File: src/rtl/fpr_pkg.sv
package fpr_pkg;
    localparam int MANT_W  = 24;
    localparam int EXTRA_W = 3;
    localparam int EXP_W   = 10;
    localparam int FIELD_W = 8;
    localparam int BIAS    = 127;
    localparam int SIG_W   = MANT_W + EXTRA_W;
    localparam int FRAC_W  = MANT_W - 1;
    localparam int WORD_W  = 1 + FIELD_W + FRAC_W;
    localparam int BEXP_W  = EXP_W + 2;

    typedef struct packed {
        logic              valid;
        logic [WORD_W-1:0] word;
        logic              ovf;
        logic              unf;
        logic              inx;
    } stage_t;
endpackage

File: src/rtl/fpr_incr.sv
module fpr_incr
    import fpr_pkg::*;
(
    input  logic [SIG_W-1:0]  sig,
    input  logic              trunc,
    output logic [MANT_W:0]   sum,
    output logic              lost
);
    logic [MANT_W-1:0] kept;
    logic              guard;
    logic              sticky;
    logic              bump;

    always_comb begin
        kept   = sig[SIG_W-1:EXTRA_W];
        guard  = sig[EXTRA_W-1];
        sticky = |sig[EXTRA_W-2:0];
        bump   = !trunc && guard && (sticky || kept[0]);
        sum    = {1'b0, kept} + {{MANT_W{1'b0}}, bump};
        lost   = |sig[EXTRA_W-1:0];
    end
endmodule

File: src/rtl/fpr_pack.sv
module fpr_pack
    import fpr_pkg::*;
(
    input  logic                    sign,
    input  logic signed [EXP_W-1:0] expo,
    input  logic [MANT_W:0]         sum,
    input  logic                    lost,
    input  logic                    trunc,
    input  logic                    is_zero,
    output logic [WORD_W-1:0]       word,
    output logic                    ovf,
    output logic                    unf,
    output logic                    inx
);
    localparam logic signed [BEXP_W-1:0] MAX_B = BEXP_W'((1 << FIELD_W) - 1);
    localparam logic signed [BEXP_W-1:0] BIAS_B = BEXP_W'(BIAS);

    logic                     carry;
    logic [FRAC_W-1:0]        frac;
    logic signed [BEXP_W-1:0] biased;

    always_comb begin
        carry  = sum[MANT_W];
        frac   = carry ? sum[MANT_W-1:1] : sum[FRAC_W-1:0];
        biased = BEXP_W'(expo) + BIAS_B + {{(BEXP_W-1){1'b0}}, carry};
        word   = '0;
        ovf    = 1'b0;
        unf    = 1'b0;
        inx    = 1'b0;
        if (is_zero) begin
            word = {sign, {(WORD_W-1){1'b0}}};
        end else if (biased >= MAX_B) begin
            ovf = 1'b1;
            inx = 1'b1;
            if (trunc)
                word = {sign, {(FIELD_W-1){1'b1}}, 1'b0, {FRAC_W{1'b1}}};
            else
                word = {sign, {FIELD_W{1'b1}}, {FRAC_W{1'b0}}};
        end else if (biased <= 0) begin
            unf  = 1'b1;
            inx  = 1'b1;
            word = {sign, {(WORD_W-1){1'b0}}};
        end else begin
            inx  = lost;
            word = {sign, biased[FIELD_W-1:0], frac};
        end
    end
endmodule

File: src/rtl/fp_round_unit.sv
module fp_round_unit
    import fpr_pkg::*;
(
    input  logic                    clk,
    input  logic                    rst_n,
    input  logic                    in_valid,
    input  logic                    in_sign,
    input  logic signed [EXP_W-1:0] in_exp,
    input  logic [SIG_W-1:0]        in_sig,
    input  logic [1:0]              rnd_mode,
    output logic                    out_valid,
    output logic [WORD_W-1:0]       out_word,
    output logic                    out_ovf,
    output logic                    out_unf,
    output logic                    out_inx
);
    logic              trunc;
    logic [MANT_W:0]   sum;
    logic              lost;
    logic [WORD_W-1:0] p_word;
    logic              p_ovf, p_unf, p_inx;
    stage_t            st_d, st_q;

    assign trunc = (rnd_mode != 2'b00);

    fpr_incr u_incr (
        .sig   (in_sig),
        .trunc (trunc),
        .sum   (sum),
        .lost  (lost)
    );

    fpr_pack u_pack (
        .sign    (in_sign),
        .expo    (in_exp),
        .sum     (sum),
        .lost    (lost),
        .trunc   (trunc),
        .is_zero (in_sig == '0),
        .word    (p_word),
        .ovf     (p_ovf),
        .unf     (p_unf),
        .inx     (p_inx)
    );

    always_comb begin
        st_d       = st_q;
        st_d.valid = in_valid;
        st_d.ovf   = 1'b0;
        st_d.unf   = 1'b0;
        st_d.inx   = 1'b0;
        if (in_valid) begin
            st_d.word = p_word;
            st_d.ovf  = p_ovf;
            st_d.unf  = p_unf;
            st_d.inx  = p_inx;
        end
    end

    always_ff @(posedge clk) begin
        if (!rst_n) st_q <= '0;
        else        st_q <= st_d;
    end

    assign out_valid = st_q.valid;
    assign out_word  = st_q.word;
    assign out_ovf   = st_q.ovf;
    assign out_unf   = st_q.unf;
    assign out_inx   = st_q.inx;
endmodule

File: config.mk
export PLATFORM = sky130hd
export DESIGN_NAME = fp_round_unit
export DESIGN_NICKNAME = d
export VERILOG_FILES = /design/src/rtl/fpr_pkg.sv /design/src/rtl/fpr_incr.sv /design/src/rtl/fpr_pack.sv /design/src/rtl/fp_round_unit.sv
export SDC_FILE = /design/constraint.sdc
export NUM_CORES = 1
export LEC_CHECK = 0
export BUFFER_PORTS_ARGS = -buffer_cell sky130_fd_sc_hd__buf_2
export CAP_MARGIN = 10
export CELL_PAD_IN_SITES_DETAIL_PLACEMENT = 0
export CELL_PAD_IN_SITES_GLOBAL_PLACEMENT = 1
export CORE_UTILIZATION = 40
export DETAILED_ROUTE_END_ITERATION = 10
export PLACE_DENSITY_LB_ADDON = 0.1
export SYNTH_ARGS = -nofsm -noshare
export SYNTH_HDL_FRONTEND = slang
export SYNTH_SLANG_ARGS = --single-unit
File: constraint.sdc
create_clock -name clk -period 11.8 [get_ports clk]
set_clock_uncertainty 0.2 [all_clocks]
set_input_delay 1.18 -clock clk [delete_from_list [all_inputs] [get_ports clk]]
set_output_delay 1.18 -clock clk [all_outputs]
set_load 0.005 [all_outputs]
### Word-level counts from Yosys, hierarchy flattened

Cells that the tools add are included.

| operators by class | value |
|---|---|
| multiplexer cells | 9 |
| bitwise operators | 2 |
| add/subtract/negate cells | 3 |
| magnitude comparators | 2 |
| reduce and logical (&&, ||, !) cells | 10 |

Operator list:

| kind | number |
|---|---|
| 2-to-1 mux 31 bit | 3 |
| zero test 27 bit | 1 |
| adder 24 x 1 -> 25 bit | 1 |
| 2-to-1 mux 24 bit | 1 |
| 2-to-1 mux 23 bit | 1 |
| adder 12 x 1 -> 12 bit | 1 |
| greater-or-equal comparator 12 x 9 -> 1 bit, second input constant | 1 |
| less-or-equal comparator 12 x 1 -> 1 bit, second input constant | 1 |
| adder 10 x 8 -> 11 bit, second input constant | 1 |
| OR reduction 3 bit | 2 |
| 2-to-1 mux 1 bit | 4 |
| OR reduction 4 bit | 1 |
| logical AND 1 bit | 2 |
| NOT 1 bit | 2 |
| nonzero test 2 bit | 1 |
| OR reduction 2 bit | 1 |
| zero test 1 bit | 1 |
| logical OR 1 bit | 1 |

| word-level totals | value |
|---|---|
| input bits | 43 |
| bits in registers | 36 |

### Longest topological paths before layout

Gate-level depths: netlist of run 1.

| depth | value |
|---|---|
| depth after elaboration | 10 |
| depth in mapped cells | 21 |

### Cells and area by module

A second synthesis of run 1 with hierarchy kept.

| unflattened totals | value |
|---|---|
| cell total of the unflattened synthesis | 317 |
| area total of the unflattened synthesis | 2976.6 µm² |

Modules (own cells, without submodules):

| module | seq. area each (µm²) | times used | area each (µm²) | cells each |
|---|---|---|---|---|
| fp_round_unit | 720.7 | 1 | 1407.6 | 122 |
| fpr_pack | 0.0 | 1 | 1073.5 | 127 |
| fpr_incr | 0.0 | 1 | 495.5 | 68 |

### Worst setup path before layout of run 1

No wires, ideal clock.

| timing | value |
|---|---|
| path kind | input to register |
| from | input port rnd_mode[1] |
| to | register st_q (netlist bit out_word[26]) |
| path buffers | 2 |
| setup slack | 5.990 ns |
| setup time | 0.122 ns |
| cell stages on the path | 20 |
| arrival time | 5.489 ns |
| path through | nor2_1 -> and3_1 -> ha_1 -> nand4_1 -> nor4_1 -> nand4_1 -> or2_2 -> inv_1 -> ha_1 -> ha_1 -> buf_6 -> xnor2_2 -> xnor2_1 -> or3_1 -> or4b_1 -> a2bb2oi_1 -> o31a_1 -> buf_6 -> nor2b_4 -> a221o_1 |

| on the way | value |
|---|---|
| longest elaborated chain between the ends | 10 |

RTL lines:

| what | RTL line | source |
|---|---|---|
| from (decl) | fp_round_unit.sv:10 | `input logic [1:0] rnd_mode,` |
| nonzero test 2 bit * | fp_round_unit.sv:24 | `assign trunc = (rnd_mode != 2'b00);` |
| zero test 1 bit * | fpr_incr.sv:18 | `bump = !trunc && guard && (sticky \|\| kept[0]);` |
| logical AND 1 bit * (2 in series) | fpr_incr.sv:18 |  |
| adder 24 x 1 -> 25 bit * | fpr_incr.sv:19 | `sum = {1'b0, kept} + {{MANT_W{1'b0}}, bump};` |
| adder 12 x 1 -> 12 bit * | fpr_pack.sv:25 | `biased = BEXP_W'(expo) + BIAS_B + {{(BEXP_W-1){1'b0}}, carry};` |
| less-or-equal comparator 12 x 1 -> 1 bit | fpr_pack.sv:39 | `end else if (biased <= 0) begin` |
| 2-to-1 mux 31 bit | fpr_pack.sv:39 |  |
| 2-to-1 mux 31 bit * | fpr_pack.sv:32 | `end else if (biased >= MAX_B) begin` |
| 2-to-1 mux 31 bit * | fpr_pack.sv:30 | `if (is_zero) begin` |
| to (signal assigned) | fp_round_unit.sv:62 | `else st_q <= st_d;` |
| to (decl) | fp_round_unit.sv:22 | `stage_t st_d, st_q;` |

Every way passes the cells marked *; elsewhere a longest branch is shown, timed or not.
A chain may end at the register's enable or synchronous reset.

### Final worst setup path of run 1

| timing | value |
|---|---|
| from | input port rnd_mode[1] |
| to | register st_q (netlist bit out_word[27]) |

Same word-level chain as after synthesis.

==> results of run 1 <==
## flip-flops by register name, summed over array words and instances (netlist names)
| name | flops |
|---|---|
| out_word | 32 |
| out_inx | 1 |
| out_ovf | 1 |
| out_unf | 1 |
| out_valid | 1 |
## cell type report
cell class | count | area, sq um | area share
repair buffers | 79 | 397.9 | 0.1305
clock buffers | 6 | 72.57 | 0.02381
inverters | 12 | 45.04 | 0.01478
flip-flops and latches | 36 | 720.7 | 0.2365
multi-input cells | 277 | 1713 | 0.5620
well taps | 75 | 93.84 | 0.03079
clock inverters | 1 | 5.005 | 0.001642
## logic make-up after synthesis
| kind of cell | count (synthesis) | synth area share |
|---|---|---|
| buffers and inverters | 32 | 0.06361 |
| XOR/XNOR | 28 | 0.09735 |
| adder cells (fa/ha/maj) | 4 | 0.01928 |
| AO/OA/AOI/OAI | 94 | 0.2381 |
| AND/OR/NAND/NOR | 150 | 0.3002 |
| multiplexers | 1 | 0.003856 |
| flip-flops | 36 | 0.2776 |
## synthesized netlist by cell type (3+ instances only)
library cell / count / area (sq um)
a21oi_1: 15 / 75.07
nor2_1: 23 / 86.33
inv_1: 12 / 45.04
nor3_1: 8 / 40.04
buf_6: 3 / 33.78
o21ai_0: 14 / 70.07
o21ai_1: 20 / 100.1
and3_1: 6 / 37.54
a31oi_1: 16 / 100.1
clkbuf_1: 9 / 33.78
xor2_1: 12 / 105.1
a221o_1: 4 / 40.04
dfxtp_1: 36 / 720.7
xnor2_1: 15 / 131.4
nand4_1: 9 / 56.30
nor2b_1: 5 / 31.28
nor4_1: 9 / 56.30
ha_1: 4 / 50.05
nand2_1: 54 / 202.7
nand2b_1: 3 / 18.77
buf_4: 5 / 37.54
nand3_1: 11 / 55.05
buf_2: 3 / 15.01
## layout by cell type, fill, tap and decap left out, types with 5 or more instances in the layout
cell type,Yosys,layout
nor2_1,23,23
xnor2_1,15,15
nor3_1,8,8
a21oi_1,15,15
xor2_1,12,12
nor4_1,9,9
a31oi_1,16,16
and3_1,6,6
inv_1,12,12
nand2_1,54,54
o21ai_0,14,14
nand3_1,11,11
clkbuf_8,0,5
nand4_1,9,9
o21ai_1,20,20
dfxtp_1,36,36
buf_2,3,78
## per-stage QoR
step,instance area (sq um),std cells
floorplan,2596,345
CTS,3048,486
finish,3048,486
global placement,2970,479
detailed placement,2970,479
global route,3048,486
## worst paths after layout
check / slack [ps] / to / startpoint / cells after the start
setup / recovery: 5070 / out_word[27] / rnd_mode[1] / 19
hold reg to reg: 250 / out_word[0] / out_word[0] / 2
hold / removal: 250 / out_word[0] / out_word[0] / 2
setup reg to reg: 10870 / out_word[27] / out_word[27] / 1
## power groups by stage
stage	combinational (uW)	clock (uW)	sequential, uW
global route	82.9	86.6	138
detailed placement	73.1	0	139
global placement	72.9	0	139
finish	74.1	79.6	136
CTS	73.4	81.7	136
floorplan	42.4	0	140
## metal layers
| layer | wire length (um) | vias up |
|---|---|---|
| met4 | 34 | 0 |
| met3 | 473 | 2 |
| met1 | 3980 | 1226 |
| met2 | 2679 | 97 |
| met5 | 0 | - |
| li1 | - | 1385 |
==> run metrics, run 1 <==
status=finished clean; hold crit path type=register to register; vias in the first global route=2193; n_diodes=0; asr flop ratio synth=0; sequential group share of total power=0.470; final wirelength=7168 um; synthesis warning total=0; hold_buf cts=0; Slew Limit Fails=0; Fin Setup TNS=0 ps; Synth-to-Final Area Change=17.40%; GR Util met2=0.2769; die area=0.006817 sq mm; Post-DP HPWL=5629 um; Mapped Nets=392; nature of the critical path endpoint=register; Worst Max-Slew Pin Slew=940.5 ps; # nets final=458; CTS tree=built; Ports=79; Core Footprint=0.006096 sq mm; clock buffer count from CTS=5; Post-synth EDFFs=0; FMAX=148.6 MHz; Switching Share=0.3034; DR WL/cell=14.75 um; Net Sw Power=88.02 uW; Leakage=0.001304 uW; final setup fails=0; GRT Overall Usage=0.2146; clock slew at reported path FFs=70 ps; row count=28; combinational share of power=0.255; WHS=246.0 ps; Total Power=290.1 uW; CP dominant cell by count=ha_1; WP data arrival=6700 ps; Overflow after GRT=0; first-pass GRT wire length=11110 um; IO Port Bufs=78; Syn Inst Count=345; Placer Congestion=0.8883; clock group share of total power=0.274; Critical Path RT=11770 ps; Max stage delay on crit path=700 ps; final setup margin=5070 ps; RSZ-0062 raised after global routing=no; buffers and inverters on the worst path=2; Die Ht=82.57 um; worst ir drop on vdd=0.00007008 V; share of post-route cells with drive strength above 1=0.2384; pin count of the biggest net entering global routing=33; met1 usage in global routing=0.3614; post-cts gate resize count=0; Seq/Total Area, Yosys=0.2776; fillers=638; Via density=5.576; H-tree levels=2; post-CTS setup buffers=0; Tmin final=6730 ps; most used flip-flop cell after synthesis=dfxtp_1; synthesized cell area=0.002596 sq mm; cell chain of the critical path=buf_2 > nor2_1 > and3_1 > ha_1 > nand4_1 > nor4_1 > nand4_1 > or2_2 > inv_1 > ha_1 > ha_1 > xnor2_2 > xnor2_1 > or3_1 > or4b_1 > a2bb2oi_1 > o31a_1 > nor2b_4 > a221o_1; Mean Syn Cell Area=7.525 sq um; DR pass1 iterations=4; Int Pwr=202.1 uW; root buffer cell=clkbuf_8; Sink Count=36; drc violations=0; post-synth cell types=61; effective utilization at floorplan=0.4259; Layout Utilization=0.5000; Crit Path Class=primary input to register; pre-CTS WS=4824 ps; Final Cycle Share=0.5703; PD cells=95.19 mW/mm^2; critical path launch point type=primary input; Slew Limit Headroom=0.3730; CTS max path bufs=2; DRT iter0 DRCs=226; initial antenna violation count=0; max-capacitance violation count=0; Antenna Nets Post-Route=0; Final Hold Vio Count=0; CP max FO=26; M3 GR Usage=0.01868; vias=2710; grt peak-use layer=met1; Crit path max-delay family=simple AND/OR/NAND/NOR gates; register bit count reported by yosys=36; width of the chip=82.57 um; CP max stage cell=nor4_1; clk_lat worst skew=270 ps
No activity file was read; power rests on OpenSTA's default activity.
==> run 2, diff against run 1 <==
Settings changed: ABC_AREA set to 1, CORE_UTILIZATION 40 to 37.
Clock period 11.8 ns to 6.85 ns, I/O delays scaled along.
==> run metrics, run 2 <==
top cells by area, synth=dfxtp_1 (22%), nand2_1 (22%), nand3_1 (6.2%), inv_1 (5.7%), nor2_1 (5.7%); register bit count reported by yosys=36 (unchanged); Switching Share=0.3344 (+0.03099); synthesis warning total=0 (unchanged); die area=0.009109 sq mm (+34%); Ports=79 (unchanged); Via density=4.772 (-14%); Core Footprint=0.008341 sq mm (+37%); hold crit path type=register to register; Sink Count=36 (unchanged); Antenna Nets Post-Route=0 (unchanged); asr flop ratio synth=0 (unchanged); Syn Inst Count=523 (+52%); share of post-route cells with drive strength above 1=0.2312 (-0.007287); worst ir drop on vdd=0.00006101 V (-13%); initial antenna violation count=0 (unchanged); Largest register FFs=32 (unchanged); final setup fails=0 (unchanged); Seq/Total Area, Yosys=0.2231 (-0.05451); PD cells=141.6 mW/mm^2 (+49%); vias in the first global route=3006 (+37%); most used flip-flop cell after synthesis=dfxtp_1; Leakage=0.001899 uW (+46%); Synth-to-Final Area Change=15.61%; Worst Max-Slew Pin Slew=586.0 ps (-354.5 ps); combinational share of power=0.308 (+0.053); post-synth cell types=37 (-39%); Slew Limit Headroom=0.6079 (+0.2349); Placed Area=0.003651 sq mm (+23%); Mean Syn Cell Area=6.177 sq um (-18%); fin area=0.003735 sq mm (+23%); row count=33 (+18%); DRT iter0 DRCs=79 (-65%); post-synth top area cell=dfxtp_1; IO Port Bufs=78 (unchanged); Final Cycle Share=0.6292; post-cts gate resize count=0 (unchanged); most common cell after layout, fill and taps aside=nand2_1; Crit Path Class=primary input to register; GRT Overall Usage=0.1984 (-0.01620); nature of the critical path endpoint=register; clock slew at reported path FFs=60 ps (about the same); max-capacitance violation count=0 (unchanged); Critical Path RT=6820 ps (-4950 ps); Fin Setup TNS=0 ps (unchanged); n_diodes=0 (unchanged); Mapped Nets=570 (+45%); clk_lat worst skew=280 ps (about the same); Post-synth EDFFs=0 (unchanged); Tmin final=4310 ps; Overflow after GRT=0 (unchanged); status=finished clean; hold_buf cts=0 (unchanged); CP max FO=18 (-31%); clock group share of total power=0.249 (-0.025); H-tree levels=2 (unchanged); # nets final=646 (+41%); effective utilization at floorplan=0.3873 (-0.03856); FMAX=232.0 MHz; WP data arrival=4280 ps (-2420 ps); clock buffer count from CTS=5 (unchanged); CTS tree=built; DR pass1 iterations=4 (unchanged); critical path launch point type=primary input; sequential group share of total power=0.444 (-0.026); Final Hold Vio Count=0 (unchanged); width of the chip=95.44 um (+16%); DR WL/cell=12.57 um (-15%); vias=3350 (+24%); drc violations=0 (unchanged); synthesized cell area=0.003231 sq mm (+24%); pin count of the biggest net entering global routing=33 (unchanged); most frequent cell after synthesis=nand2_1; Placer Congestion=0.8923 (+0.45%); root buffer cell=clkbuf_8; final wirelength=8823 um (+23%); flop2flop setup slack=6040 ps (-4830 ps); first-pass GRT wire length=14290 um (+29%); fillers=937 (+47%); post-CTS setup buffers=0 (unchanged); Post-DP HPWL=7374 um (+31%); Die Ht=95.44 um (+16%); CTS max path bufs=2 (unchanged); most used cells in the layout excluding fill and tap cells=nand2_1 (186), buf_2 (78), inv_1 (49); fraction of synthesized cell area taken by the top area cell type=0.2231 (-0.05451); Net Sw Power=176.8 uW (+100%); Slew Limit Fails=0 (unchanged); Int Pwr=351.9 uW (+74%); Post-synth top cells=nand2_1 (186), inv_1 (49), nor2_1 (49), nand3_1 (40), dfxtp_1 (36); RSZ-0062 raised after global routing=no
-- run 2: cell types whose count changed after synthesis, moves of 10 or more --
cell	delta
nand2_1	+132
inv_1	+37
nand3_1	+29
o21ai_2	+10
a31oi_1	-15
nor2_1	+26
o21ai_1	-14
-- run 2: critical path, stage by stage --
cell and delay (ps):
buf_2 120, nor3b_1 260, nand2_1 200, inv_1 140, ha_1 250, nand3_1 160
nor2_1 220, nand2_1 80, nor2_1 90, nand4_1 120, inv_1 100, ha_1 190
ha_1 180, nand3_1 150, inv_1 100, nand2_1 70, nor2_1 130, nand3_1 110
nand2_1 70, nand2_1 40, a21oi_1 170, nand2_2 120, nand2_4 160, nand2_8 90
nand2_8 160, o21ai_0 100
-- run 2: cells by family after synthesis --
logic type | synth area share
xor gates and xnor gates | 0.04067
and+or+nand+nor | 0.5279
buffers and inverters | 0.09605
AOI/OAI and AO/OA | 0.09683
DFF | 0.2231
adders and majority gates | 0.01549
-- run 2: power groups by stage --
stage | logic [uW] | clock network (uW) | registers (uW)
2_1_floorplan | 104 | 0 | 242
3_3_place_gp | 161 | 0 | 239
3_5_place_dp | 162 | 0 | 239
4_1_cts | 163 | 135 | 235
5_1_grt | 185 | 144 | 237
6_report | 163 | 131 | 235
-- run 2: metal layers --
layer,vias up,routed length (um),share of wire,global-route usage
li1,1835,-,-,-
met1,1417,4868,0.55,0.3034
met2,85,3418,0.39,0.2869
met3,13,374,0.042,0.01675
met4,0,161,0.018,0.06468
met5,-,0,0,0
-- run 2: final cells by class --
type / instances / area [sq um] / area share
multi-input cells: 422 / 2202 / 0.5896
repair buffers: 79 / 405.4 / 0.1085
flip-flops and latches: 36 / 720.7 / 0.1930
well taps: 105 / 131.4 / 0.03518
inverters: 55 / 206.4 / 0.05528
clock buffers: 5 / 68.82 / 0.01843
-- run 2: final timing paths --
path                      from            to  cells past startpoint
hold / removal    out_word[18]  out_word[18]                      2
setup reg to reg  out_word[25]  out_word[25]                      2
hold reg to reg   out_word[18]  out_word[18]                      2
setup / recovery   rnd_mode[1]   out_word[3]                     26
-- run 2: per-stage QoR --
stage / hold WS [ps] / instances / utilization / total power (uW) / setup WS [ps]
after global routing: 269.4 / 702 / 0.4478 / 565.2 / 1996
after global placement: 231.8 / 696 / 0.4377 / 400.5 / 2331
final: 249.7 / 702 / 0.4478 / 528.7 / 2540
after floorplan: 247.9 / 523 / - / 345.4 / 2925
after detailed placement: 237.8 / 696 / 0.4377 / 401.2 / 2240
after CTS: 252.7 / 701 / 0.4460 / 532.7 / 2533
